==> config.mk <==
export PLATFORM = sky130hd
export DESIGN_NAME = mdio_master
export DESIGN_NICKNAME = d
export VERILOG_FILES = /design/src/rtl/mdio_pkg.sv /design/src/rtl/mdio_mdc_gen.sv /design/src/rtl/mdio_rx_shift.sv /design/src/rtl/mdio_seq.sv /design/src/rtl/mdio_master.sv
export SDC_FILE = /design/constraint.sdc
export NUM_CORES = 1
export LEC_CHECK = 0
export CAP_MARGIN = 20
export CORE_MARGIN = 1.5
export CORE_UTILIZATION = 54
export CTS_BUF_LIST = sky130_fd_sc_hd__clkbuf_16
export DETAILED_ROUTE_END_ITERATION = 8
export GPL_TIMING_DRIVEN = 0
export HOLD_SLACK_MARGIN = 0.02
export PLACE_DENSITY = 0.88
export SYNTH_ARGS = -nofsm -noshare
export SYNTH_HDL_FRONTEND = slang
export SYNTH_HIERARCHICAL = 1
export SYNTH_SLANG_ARGS = --single-unit
==> constraint.sdc <==
create_clock -name clk -period 2.8 [get_ports clk]
set_input_delay 0.28 -clock clk [delete_from_list [all_inputs] [get_ports clk]]
set_output_delay 0.28 -clock clk [all_outputs]
set_load 0.1 [all_outputs]
==> src/rtl/mdio_pkg.sv <==
// mdio_pkg: frame lengths and the sequencer state type shared by the
// management master. Assumes clause-22 style framing only.
package mdio_pkg;
    localparam int PRE_LEN   = 32;  // preamble bits
    localparam int HDR_LEN   = 14;  // start(2) + opcode(2) + phy(5) + reg(5)
    localparam int DAT_LEN   = 16;  // data bits
    localparam int RECOV_LEN = 32;  // released cycles after a turnaround fault
    localparam int ADDR_W    = 5;
    localparam int CNT_W     = $clog2(PRE_LEN + 1);

    typedef enum logic [2:0] {
        ST_IDLE,
        ST_PRE,
        ST_HDR,
        ST_TA,
        ST_DAT,
        ST_TAIL,
        ST_RECOV
    } mdio_st_t;
endpackage

==> src/rtl/mdio_mdc_gen.sv <==
// mdio_mdc_gen: makes the management clock from the system clock.
// While run is high, mdc toggles every HALF_DIV system clocks, starting
// low. rise_ev / fall_ev flag the system clock edge that raises or lowers
// mdc. Assumes HALF_DIV >= 2.
module mdio_mdc_gen #(
    parameter int HALF_DIV = 20
) (
    input  logic clk,
    input  logic rst_n,
    input  logic run,
    output logic mdc,
    output logic rise_ev,
    output logic fall_ev
);
    localparam int CW = (HALF_DIV > 1) ? $clog2(HALF_DIV) : 1;

    logic [CW-1:0] cnt_q;
    logic          tick;

    // end of the current half period
    assign tick    = run && (cnt_q == CW'(HALF_DIV - 1));
    assign rise_ev = tick && !mdc;
    assign fall_ev = tick && mdc;

    // half-period counter and clock flop; idle holds mdc low
    always_ff @(posedge clk) begin
        if (!rst_n || !run) begin
            cnt_q <= '0;
            mdc   <= 1'b0;
        end else if (tick) begin
            cnt_q <= '0;
            mdc   <= ~mdc;
        end else begin
            cnt_q <= cnt_q + 1'b1;
        end
    end
endmodule

==> src/rtl/mdio_rx_shift.sv <==
// mdio_rx_shift: MSB-first capture register for read data. Cleared when a
// transfer is accepted. Shifts in din on each enable.
module mdio_rx_shift #(
    parameter int W = 16
) (
    input  logic         clk,
    input  logic         rst_n,
    input  logic         clr,
    input  logic         en,
    input  logic         din,
    output logic [W-1:0] q
);
    // clear at start, shift left on each sampled bit
    always_ff @(posedge clk) begin
        if (!rst_n || clr) q <= '0;
        else if (en)       q <= {q[W-2:0], din};
    end
endmodule

==> src/rtl/mdio_seq.sv <==
// mdio_seq: frame sequencer. It accepts a start while idle and walks the
// phases preamble, header, turnaround, data and tail, or recovery after a
// turnaround fault. It drives the line on each mdc fall and samples it on
// each mdc rise. Assumes rise_ev and fall_ev come from mdio_mdc_gen.
module mdio_seq
    import mdio_pkg::*;
(
    input  logic              clk,
    input  logic              rst_n,
    input  logic              start,
    input  logic              rd_nwr,
    input  logic [ADDR_W-1:0] phy_addr,
    input  logic [ADDR_W-1:0] reg_addr,
    input  logic [DAT_LEN-1:0] wr_data,
    input  logic              rise_ev,
    input  logic              fall_ev,
    input  logic              mdio_i,
    output logic              busy,
    output logic              mdio_o,
    output logic              mdio_oe,
    output logic              rx_clr,
    output logic              rx_en,
    output logic              done,
    output logic              err
);
    mdio_st_t            st_q;
    logic [CNT_W-1:0]    cnt_q;
    logic                rd_q;
    logic                ta_bad_q;
    logic [HDR_LEN-1:0]  hdr_q;
    logic [DAT_LEN-1:0]  wsh_q;
    logic                start_acc;

    // a start counts only while idle
    assign start_acc = start && (st_q == ST_IDLE);
    assign busy      = (st_q != ST_IDLE);
    assign rx_clr    = start_acc;
    assign rx_en     = rise_ev && (st_q == ST_DAT) && rd_q;

    // phase sequencing, line drive and turnaround check
    always_ff @(posedge clk) begin
        if (!rst_n) begin
            st_q     <= ST_IDLE;
            cnt_q    <= '0;
            rd_q     <= 1'b0;
            ta_bad_q <= 1'b0;
            hdr_q    <= '0;
            wsh_q    <= '0;
            mdio_o   <= 1'b0;
            mdio_oe  <= 1'b0;
            done     <= 1'b0;
            err      <= 1'b0;
        end else begin
            done <= 1'b0;
            case (st_q)
                ST_IDLE: if (start) begin
                    st_q     <= ST_PRE;
                    cnt_q    <= '0;
                    rd_q     <= rd_nwr;
                    ta_bad_q <= 1'b0;
                    hdr_q    <= {2'b01, (rd_nwr ? 2'b10 : 2'b01), phy_addr, reg_addr};
                    wsh_q    <= wr_data;
                    mdio_o   <= 1'b1;
                    mdio_oe  <= 1'b1;
                    err      <= 1'b0;
                end
                ST_PRE: if (fall_ev) begin
                    if (cnt_q == CNT_W'(PRE_LEN - 1)) begin
                        st_q   <= ST_HDR;
                        cnt_q  <= '0;
                        mdio_o <= hdr_q[HDR_LEN-1];
                    end else begin
                        cnt_q <= cnt_q + 1'b1;
                    end
                end
                ST_HDR: if (fall_ev) begin
                    if (cnt_q == CNT_W'(HDR_LEN - 1)) begin
                        st_q  <= ST_TA;
                        cnt_q <= '0;
                        if (rd_q) mdio_oe <= 1'b0;
                        else      mdio_o  <= 1'b1;
                    end else begin
                        cnt_q  <= cnt_q + 1'b1;
                        hdr_q  <= hdr_q << 1;
                        mdio_o <= hdr_q[HDR_LEN-2];
                    end
                end
                ST_TA: begin
                    if (rise_ev && rd_q && (cnt_q == CNT_W'(1)))
                        ta_bad_q <= mdio_i;
                    if (fall_ev) begin
                        if (cnt_q == '0) begin
                            cnt_q <= CNT_W'(1);
                            if (!rd_q) mdio_o <= 1'b0;
                        end else begin
                            cnt_q <= '0;
                            if (rd_q && ta_bad_q) begin
                                st_q <= ST_RECOV;
                            end else begin
                                st_q <= ST_DAT;
                                if (!rd_q) mdio_o <= wsh_q[DAT_LEN-1];
                            end
                        end
                    end
                end
                ST_DAT: if (fall_ev) begin
                    if (cnt_q == CNT_W'(DAT_LEN - 1)) begin
                        st_q    <= ST_TAIL;
                        cnt_q   <= '0;
                        mdio_o  <= 1'b0;
                        mdio_oe <= 1'b0;
                    end else begin
                        cnt_q  <= cnt_q + 1'b1;
                        wsh_q  <= wsh_q << 1;
                        mdio_o <= wsh_q[DAT_LEN-2];
                    end
                end
                ST_TAIL: if (fall_ev) begin
                    st_q <= ST_IDLE;
                    done <= 1'b1;
                end
                ST_RECOV: if (fall_ev) begin
                    if (cnt_q == CNT_W'(RECOV_LEN - 1)) begin
                        st_q  <= ST_IDLE;
                        cnt_q <= '0;
                        done  <= 1'b1;
                        err   <= 1'b1;
                    end else begin
                        cnt_q <= cnt_q + 1'b1;
                    end
                end
                default: st_q <= ST_IDLE;
            endcase
        end
    end

    // done never lasts two clocks
    assert_done_single_R9: assert property (@(posedge clk) disable iff (!rst_n)
        done |=> !done);
    // err only moves on an accepted start or at the end of a transfer
    assert_err_hold_R9: assert property (@(posedge clk) disable iff (!rst_n)
        (st_q == ST_IDLE && !start) |=> $stable(err));
    // the line is released during the read turnaround
    assert_ta_release_R4: assert property (@(posedge clk) disable iff (!rst_n)
        (st_q == ST_TA && rd_q) |-> !mdio_oe);
    // the line is not driven while idle
    assert_idle_quiet_R10: assert property (@(posedge clk) disable iff (!rst_n)
        (st_q == ST_IDLE) |-> !mdio_oe);
    // a start during a transfer does not relatch the direction
    assert_busy_ignore_R8: assert property (@(posedge clk) disable iff (!rst_n)
        (busy && start) |=> $stable(rd_q));
endmodule

==> src/rtl/mdio_master.sv <==
// mdio_master: management master for one 16-bit PHY register per transfer.
// It joins the clock divider, the frame sequencer and the read capture
// register. Assumes an external tristate buffer and a pull-up on the line.
module mdio_master
    import mdio_pkg::*;
#(
    parameter int HALF_DIV = 20
) (
    input  logic        clk,
    input  logic        rst_n,
    input  logic        start,
    input  logic        rd_nwr,
    input  logic [4:0]  phy_addr,
    input  logic [4:0]  reg_addr,
    input  logic [15:0] wr_data,
    output logic [15:0] rd_data,
    output logic        done,
    output logic        err,
    output logic        mdc,
    output logic        mdio_o,
    output logic        mdio_oe,
    input  logic        mdio_i
);
    logic busy, rise_ev, fall_ev, rx_clr, rx_en;

    mdio_mdc_gen #(.HALF_DIV(HALF_DIV)) u_mdc_gen (
        .clk(clk), .rst_n(rst_n), .run(busy),
        .mdc(mdc), .rise_ev(rise_ev), .fall_ev(fall_ev)
    );

    mdio_seq u_seq (
        .clk(clk), .rst_n(rst_n), .start(start), .rd_nwr(rd_nwr),
        .phy_addr(phy_addr), .reg_addr(reg_addr), .wr_data(wr_data),
        .rise_ev(rise_ev), .fall_ev(fall_ev), .mdio_i(mdio_i),
        .busy(busy), .mdio_o(mdio_o), .mdio_oe(mdio_oe),
        .rx_clr(rx_clr), .rx_en(rx_en), .done(done), .err(err)
    );

    mdio_rx_shift #(.W(DAT_LEN)) u_rx (
        .clk(clk), .rst_n(rst_n), .clr(rx_clr), .en(rx_en),
        .din(mdio_i), .q(rd_data)
    );

    // line outputs hold while mdc stays high
    assert_line_low_change_R3: assert property (@(posedge clk) disable iff (!rst_n)
        (mdc && $past(mdc)) |-> ($stable(mdio_o) && $stable(mdio_oe)));
    // no clock outside a transfer
    assert_idle_mdc_low_R10: assert property (@(posedge clk) disable iff (!rst_n)
        !busy |-> !mdc);
endmodule

# [Word-level counts from Yosys, hierarchy flattened]
# Cells that the tools add are included.
# W data, S select, Z words.
[totals] in_bits=31 output_inout_bits=21 word_cells=145 register_bits=67
[op_classes] n_eq_ne=31 n_reduce_logical=35 n_mux=63 addsub=2 n_bitwise=1
[ops] operator="$mux W16" count=3
[ops] operator="$mux W6" count=8
[ops] operator="$mux W14" count=3
[ops] operator="$mux W3" count=12
[ops] operator="$pmux W16 S2" count=1
[ops] operator="$pmux W6 S5" count=1
[ops] operator="$pmux W14 S2" count=1
[ops] operator="$mux W1" count=26
[ops] operator="$ne A2 B2 Y1 const B" count=12
[ops] operator="$pmux W3 S7" count=1
[ops] operator="$eq A6 B4 Y1 const B" count=2
[ops] operator="$ne A2 B1 Y1 const B" count=6
[ops] operator="$reduce_and A12 Y1" count=1
[ops] operator="$reduce_and A4 Y1" count=3
[ops] operator="$reduce_and A10 Y1" count=1
[ops] operator="$reduce_bool A5 Y1" count=2
[ops] operator="$eq A3 B3 Y1 const B" count=3
[ops] operator="$logic_and A1 B1 Y1" count=9
[ops] operator="$reduce_bool A2 Y1" count=4
[ops] operator="$reduce_and A7 Y1" count=1
[ops] operator="$add A6 B1 Y6 const B" count=1
[ops] operator="$eq A3 B2 Y1 const B" count=2
[ops] operator="$eq A6 B1 Y1 const B" count=1
[ops] operator="$eq A6 B5 Y1 const B" count=1
[ops] operator="19 further kinds" count=27

# [Depth between registers and ports, before layout]
[depth] ltp_word=7 mapped_depth=10

# [By module]
# Netlist, hierarchy kept.
[modules_own_cells] module="mdio_seq" n_inst=1 cells_each=295 area_each_um2=2503.7 seq_area_each_um2=900.9
[modules_own_cells] module="mdio_rx_shift" n_inst=1 cells_each=53 area_each_um2=594.3 seq_area_each_um2=320.3
[modules_own_cells] module="mdio_mdc_gen" n_inst=1 cells_each=25 area_each_um2=254.0 seq_area_each_um2=120.1

# [Worst setup path before layout]
# No wires, ideal clock.
[synth_path] path_kind="flip-flop to flip-flop" startpoint="register u_mdc_gen.mdc" endpoint="register u_seq.wsh_q[11]" stages_incl_launch_ff=8 arrival_time_ps=2308 slack_ps=407 period_less_slack_ps=2393 setup_ps=86 cell_sequence="dfxtp_1 and3_2 buf_4 o211ai_1 a21boi_1 clkbuf_1 nor2_1 a211oi_1"
[synth_between] elab_chain_cells=3
[synth_rtl] element="start: declaration" line="mdio_mdc_gen.sv:11" source="output logic mdc,"
[synth_rtl] element="start signal: assignment" line="mdio_mdc_gen.sv:32" source="mdc <= ~mdc;"
[synth_rtl] element="$logic_and A1 B1 Y1" line="mdio_mdc_gen.sv:23" source="assign fall_ev = tick && mdc;"
[synth_rtl] element="net fall_ev" line="mdio_master.sv:24" source="logic busy, rise_ev, fall_ev, rx_clr, rx_en;"
[synth_rtl] element="$ne A2 B2 Y1 (no source line)"
[synth_rtl] element="$reduce_and A4 Y1 (no source line)"
[synth_rtl] element="end signal: assignment" line="mdio_seq.sv:62" source="wsh_q <= wr_data;"
[synth_rtl] element="end signal: assignment" line="mdio_seq.sv:114" source="wsh_q <= wsh_q << 1;"
[synth_rtl] element="end: declaration" line="mdio_seq.sv:31" source="logic [DAT_LEN-1:0] wsh_q;"
# The timed path passes the listed nets, and every way through them passes these cells.
# A chain may end at the register's enable or synchronous reset.

# [Worst setup path in the final report]
[layout_path] startpoint="register u_seq.st_q[2]" endpoint="register u_seq.wsh_q[4]"
[layout_between] elab_chain_cells=5
[layout_rtl] element="start: declaration" line="mdio_seq.sv:26" source="mdio_st_t st_q;"
[layout_rtl] element="start signal: assignment" line="mdio_seq.sv:43" source="st_q <= ST_IDLE;"
[layout_rtl] element="start signal: assignment" line="mdio_seq.sv:57" source="st_q <= ST_PRE;"
[layout_rtl] element="start signal: assignment" line="mdio_seq.sv:69" source="st_q <= ST_HDR;"
[layout_rtl] element="$reduce_bool A3 Y1" line="mdio_seq.sv:36" source="assign busy = (st_q != ST_IDLE);"
[layout_rtl] element="net busy" line="mdio_master.sv:24"
[layout_rtl] element="$logic_and A1 B1 Y1" line="mdio_mdc_gen.sv:21" source="assign tick = run && (cnt_q == CW'(HALF_DIV - 1));"
[layout_rtl] element="$logic_and A1 B1 Y1" line="mdio_mdc_gen.sv:23"
[layout_rtl] element="net fall_ev" line="mdio_master.sv:24"
[layout_rtl] element="$ne A2 B2 Y1 (no source line)"
[layout_rtl] element="$reduce_and A4 Y1 (no source line)"
# The timed path passes the listed nets, and every way through them passes these cells.

==> results.yml <==
logic_synthesis:
  syn_area_per_cell_um2: 8.99
  synth-seq-area-share: 0.400
  synth_area_mm2: 0.00335
  yosysWarnings: 6
  async_reset_ff_frac: 0
  post-synth-top-area-cell: "dfxtp_1"
  synth_cell_types: 65
  yosys-top-cells-area: "dfxtp_1, mux2i_1, nor2_1"
  synth_edf_count: 0
  ys_seq_elements: 67
  synth_nets: 408
  synth_flop_cell: "dfxtp_1"
  syn_inst: 373
  synth_top_area_frac: 0.400
grt:
  grt_pass1_wl_um: 12900
  grt_max_degree: 13
  gr-total-overflow: 0
  grt.total_usage: 0.251
  antenna_found_initial: 0
  grt_pass1_vias: 2749
critical_path:
  critPathMaxFanout: 10
  cp_slowest_cell: "dfxtp_1"
  worstSetupPathType: "reg2reg"
  cp_slowest_stage_delay_ns: 0.30
  cp_common_cell: "buf_4"
  cp_top_family: "buffers and inverters"
  endpoint_kind: "flop"
  critPathLaunchType: "flop"
  crit_required_ns: 3.03
  crit_chain: "buf_4, clkinv_1, nand2_1, and3_2, buf_4, o211ai_1, a21boi_1, buf_2, nor2_1, a211oi_1"
  cp.buffers_inverters: 4
  cp_data_arrival_time_ns: 2.68
clock_tree:
  clock_latency_ns: 0.33
  post_cts_buffers: 0
  clk_pin_slew_ns: 0.06
  cts_buffers: 9
  cts.sink_count: 67
  clockBufferDepth: 2
  h-tree-depth: 3
  tritoncts: "yes"
  root_buffer: "clkbuf_16"
timing:
  hold_viol_final: 0
  worst_slack_ns: 0.348
  tightest_slew_ns: 0.979
  hold_ws_ns: 0.446
  relSlewSlack: 0.345
  rsz0062_at_grt: "no"
  finalCriticalPeriod_ns: 2.45
  max_clock_freq_mhz: 408
  tns_ns: 0
  setup-violations-final: 0
  fin_skew_ns: 0.00524
  fin_crit_sh: 0.876
  slew_viol_final: 0
die:
  core_area_mm2: 0.00596
  dieArea_mm2: 0.00669
  die_w_um: 81.8
  num_rows: 28
  die_h_um: 81.8
  boundaryPins: 52
  start_util: 0.563
final_layout:
  nets: 470
  synthToLayoutAreaGrowth_pct: 28.2
  drive_gt1_frac: 0.114
  fin_cells: 515
  diodes: 0
  multiInputGateArea_mm2: 0.00175
  layout_common_cells: "dfxtp_1, nor2_1, clkdlybuf4s50_1"
  fin_util: 0.722
  ff_latch_area_mm2: 0.00134
  fillers: 444
  final_common_cell: "dfxtp_1"
pwr:
  leakagePower_uw: 0.00157
  irDropWorstVdd_mv: 0.506
  powerDensity_mw_per_mm2: 807
job:
  maxCapViolations: 0
placement:
  place_ws_ns: 0.242
  routabilityCongestion: 0.988
  portBuffers: 51
  dpl.hpwl_um: 5500
  placedCellCount: 499
status:
  status: "completed"
route:
  first_pass_iters: 5
  vias_per_cell: 5.81
  postRouteAntennaNets: 0
  drt_iter0_drc: 234
  drt-wirelength-per-cell_um: 15.4
  vias: 2990
  drc: 0
  drt-total-wl_um: 7930
hold_path:
  hold_class: "reg2reg"
-- cells in the mapped netlist, types with 5 or more instances --
master / number
nand2b_1: 6
nand2_1: 39
buf_4: 7
nor3_1: 5
a21oi_1: 12
inv_1: 6
a311oi_1: 10
mux2i_1: 34
a211oi_1: 16
o21ai_0: 14
buf_6: 5
nor2_1: 54
dfxtp_1: 67
nand3_1: 10
clkbuf_1: 7
-- worst paths after layout --
path                 startpoint  cells past startpoint                 end  slack, ns
max               u_seq/st_q[2]                     10      u_seq/wsh_q[4]       0.35
min          u_mdc_gen/cnt_q[0]                      1  u_mdc_gen/cnt_q[0]       0.45
max reg2reg       u_seq/st_q[2]                     10      u_seq/wsh_q[4]       0.35
min reg2reg  u_mdc_gen/cnt_q[0]                      1  u_mdc_gen/cnt_q[0]       0.45
-- state kept, by name (all words and copies together) (netlist names) --
name / cells
u_rx/q: 16
u_seq/mdio_o: 1
u_mdc_gen/cnt_q: 5
u_mdc_gen/mdc: 1
u_seq/hdr_q: 14
u_seq/cnt_q: 6
u_seq/st_q: 3
u_seq/err: 1
u_seq/wsh_q: 16
u_seq/ta_bad_q: 1
u_seq/done: 1
u_seq/rd_q: 1
u_seq/mdio_oe: 1
-- worst register-to-register path: stages (launching register included) --
cell      delay (ns)
dfxtp_1         0.30
buf_4           0.15
clkinv_1        0.28
nand2_1         0.26
and3_2          0.23
buf_4           0.18
o211ai_1        0.11
a21boi_1        0.28
buf_2           0.28
nor2_1          0.06
a211oi_1        0.23
-- stage by stage --
step	area [µm²]	total power [µW]
floorplan	3350	1940
global placement	3960	2150
detailed placement	3960	2180
CTS	4300	3460
global route	4300	3630
finish	4300	3470
-- layout make-up --
cell class	count	share of cell area
buffer	27	0.0530
clock buffer	9	0.0524
timing repair buffer	51	0.119
inverter	8	0.00699
multi-input combinational	271	0.408
clock inverter	7	0.0268
tap	75	0.0218
sequential	67	0.312
-- where the power goes --
part / switching, µW / internal, µW / total, µW
registers: 87.8 / 1100 / 1190
clock network: 407 / 867 / 1270
logic: 606 / 398 / 1000
-- routing by layer --
layer	GRT usage	part of all wire
met1	0.318	0.45
met2	0.418	0.49
met3	0.0478	0.048
met4	0.102	0.012
met5	0	0
-- cells by family (layout without fill, tap and decap cells) --
logic type | Yosys count | after routing | share of synthesized area
AND/OR/NAND/NOR | 144 | 144 | 0.211
AO/OA/AOI/OAI | 84 | 84 | 0.183
XOR/XNOR | 5 | 5 | 0.0131
flip-flops | 67 | 67 | 0.400
adder cells (fa/ha/maj) | 4 | 4 | 0.0149
multiplexers | 34 | 34 | 0.102
buffers and inverters | 35 | 102 | 0.0765
-- repair_timing --
action	4_1_cts	5_1_grt
setup endpoints to repair	0	2
resized for setup	0	2
hold buffers	0	0
(Power assumes the default switching activity.)
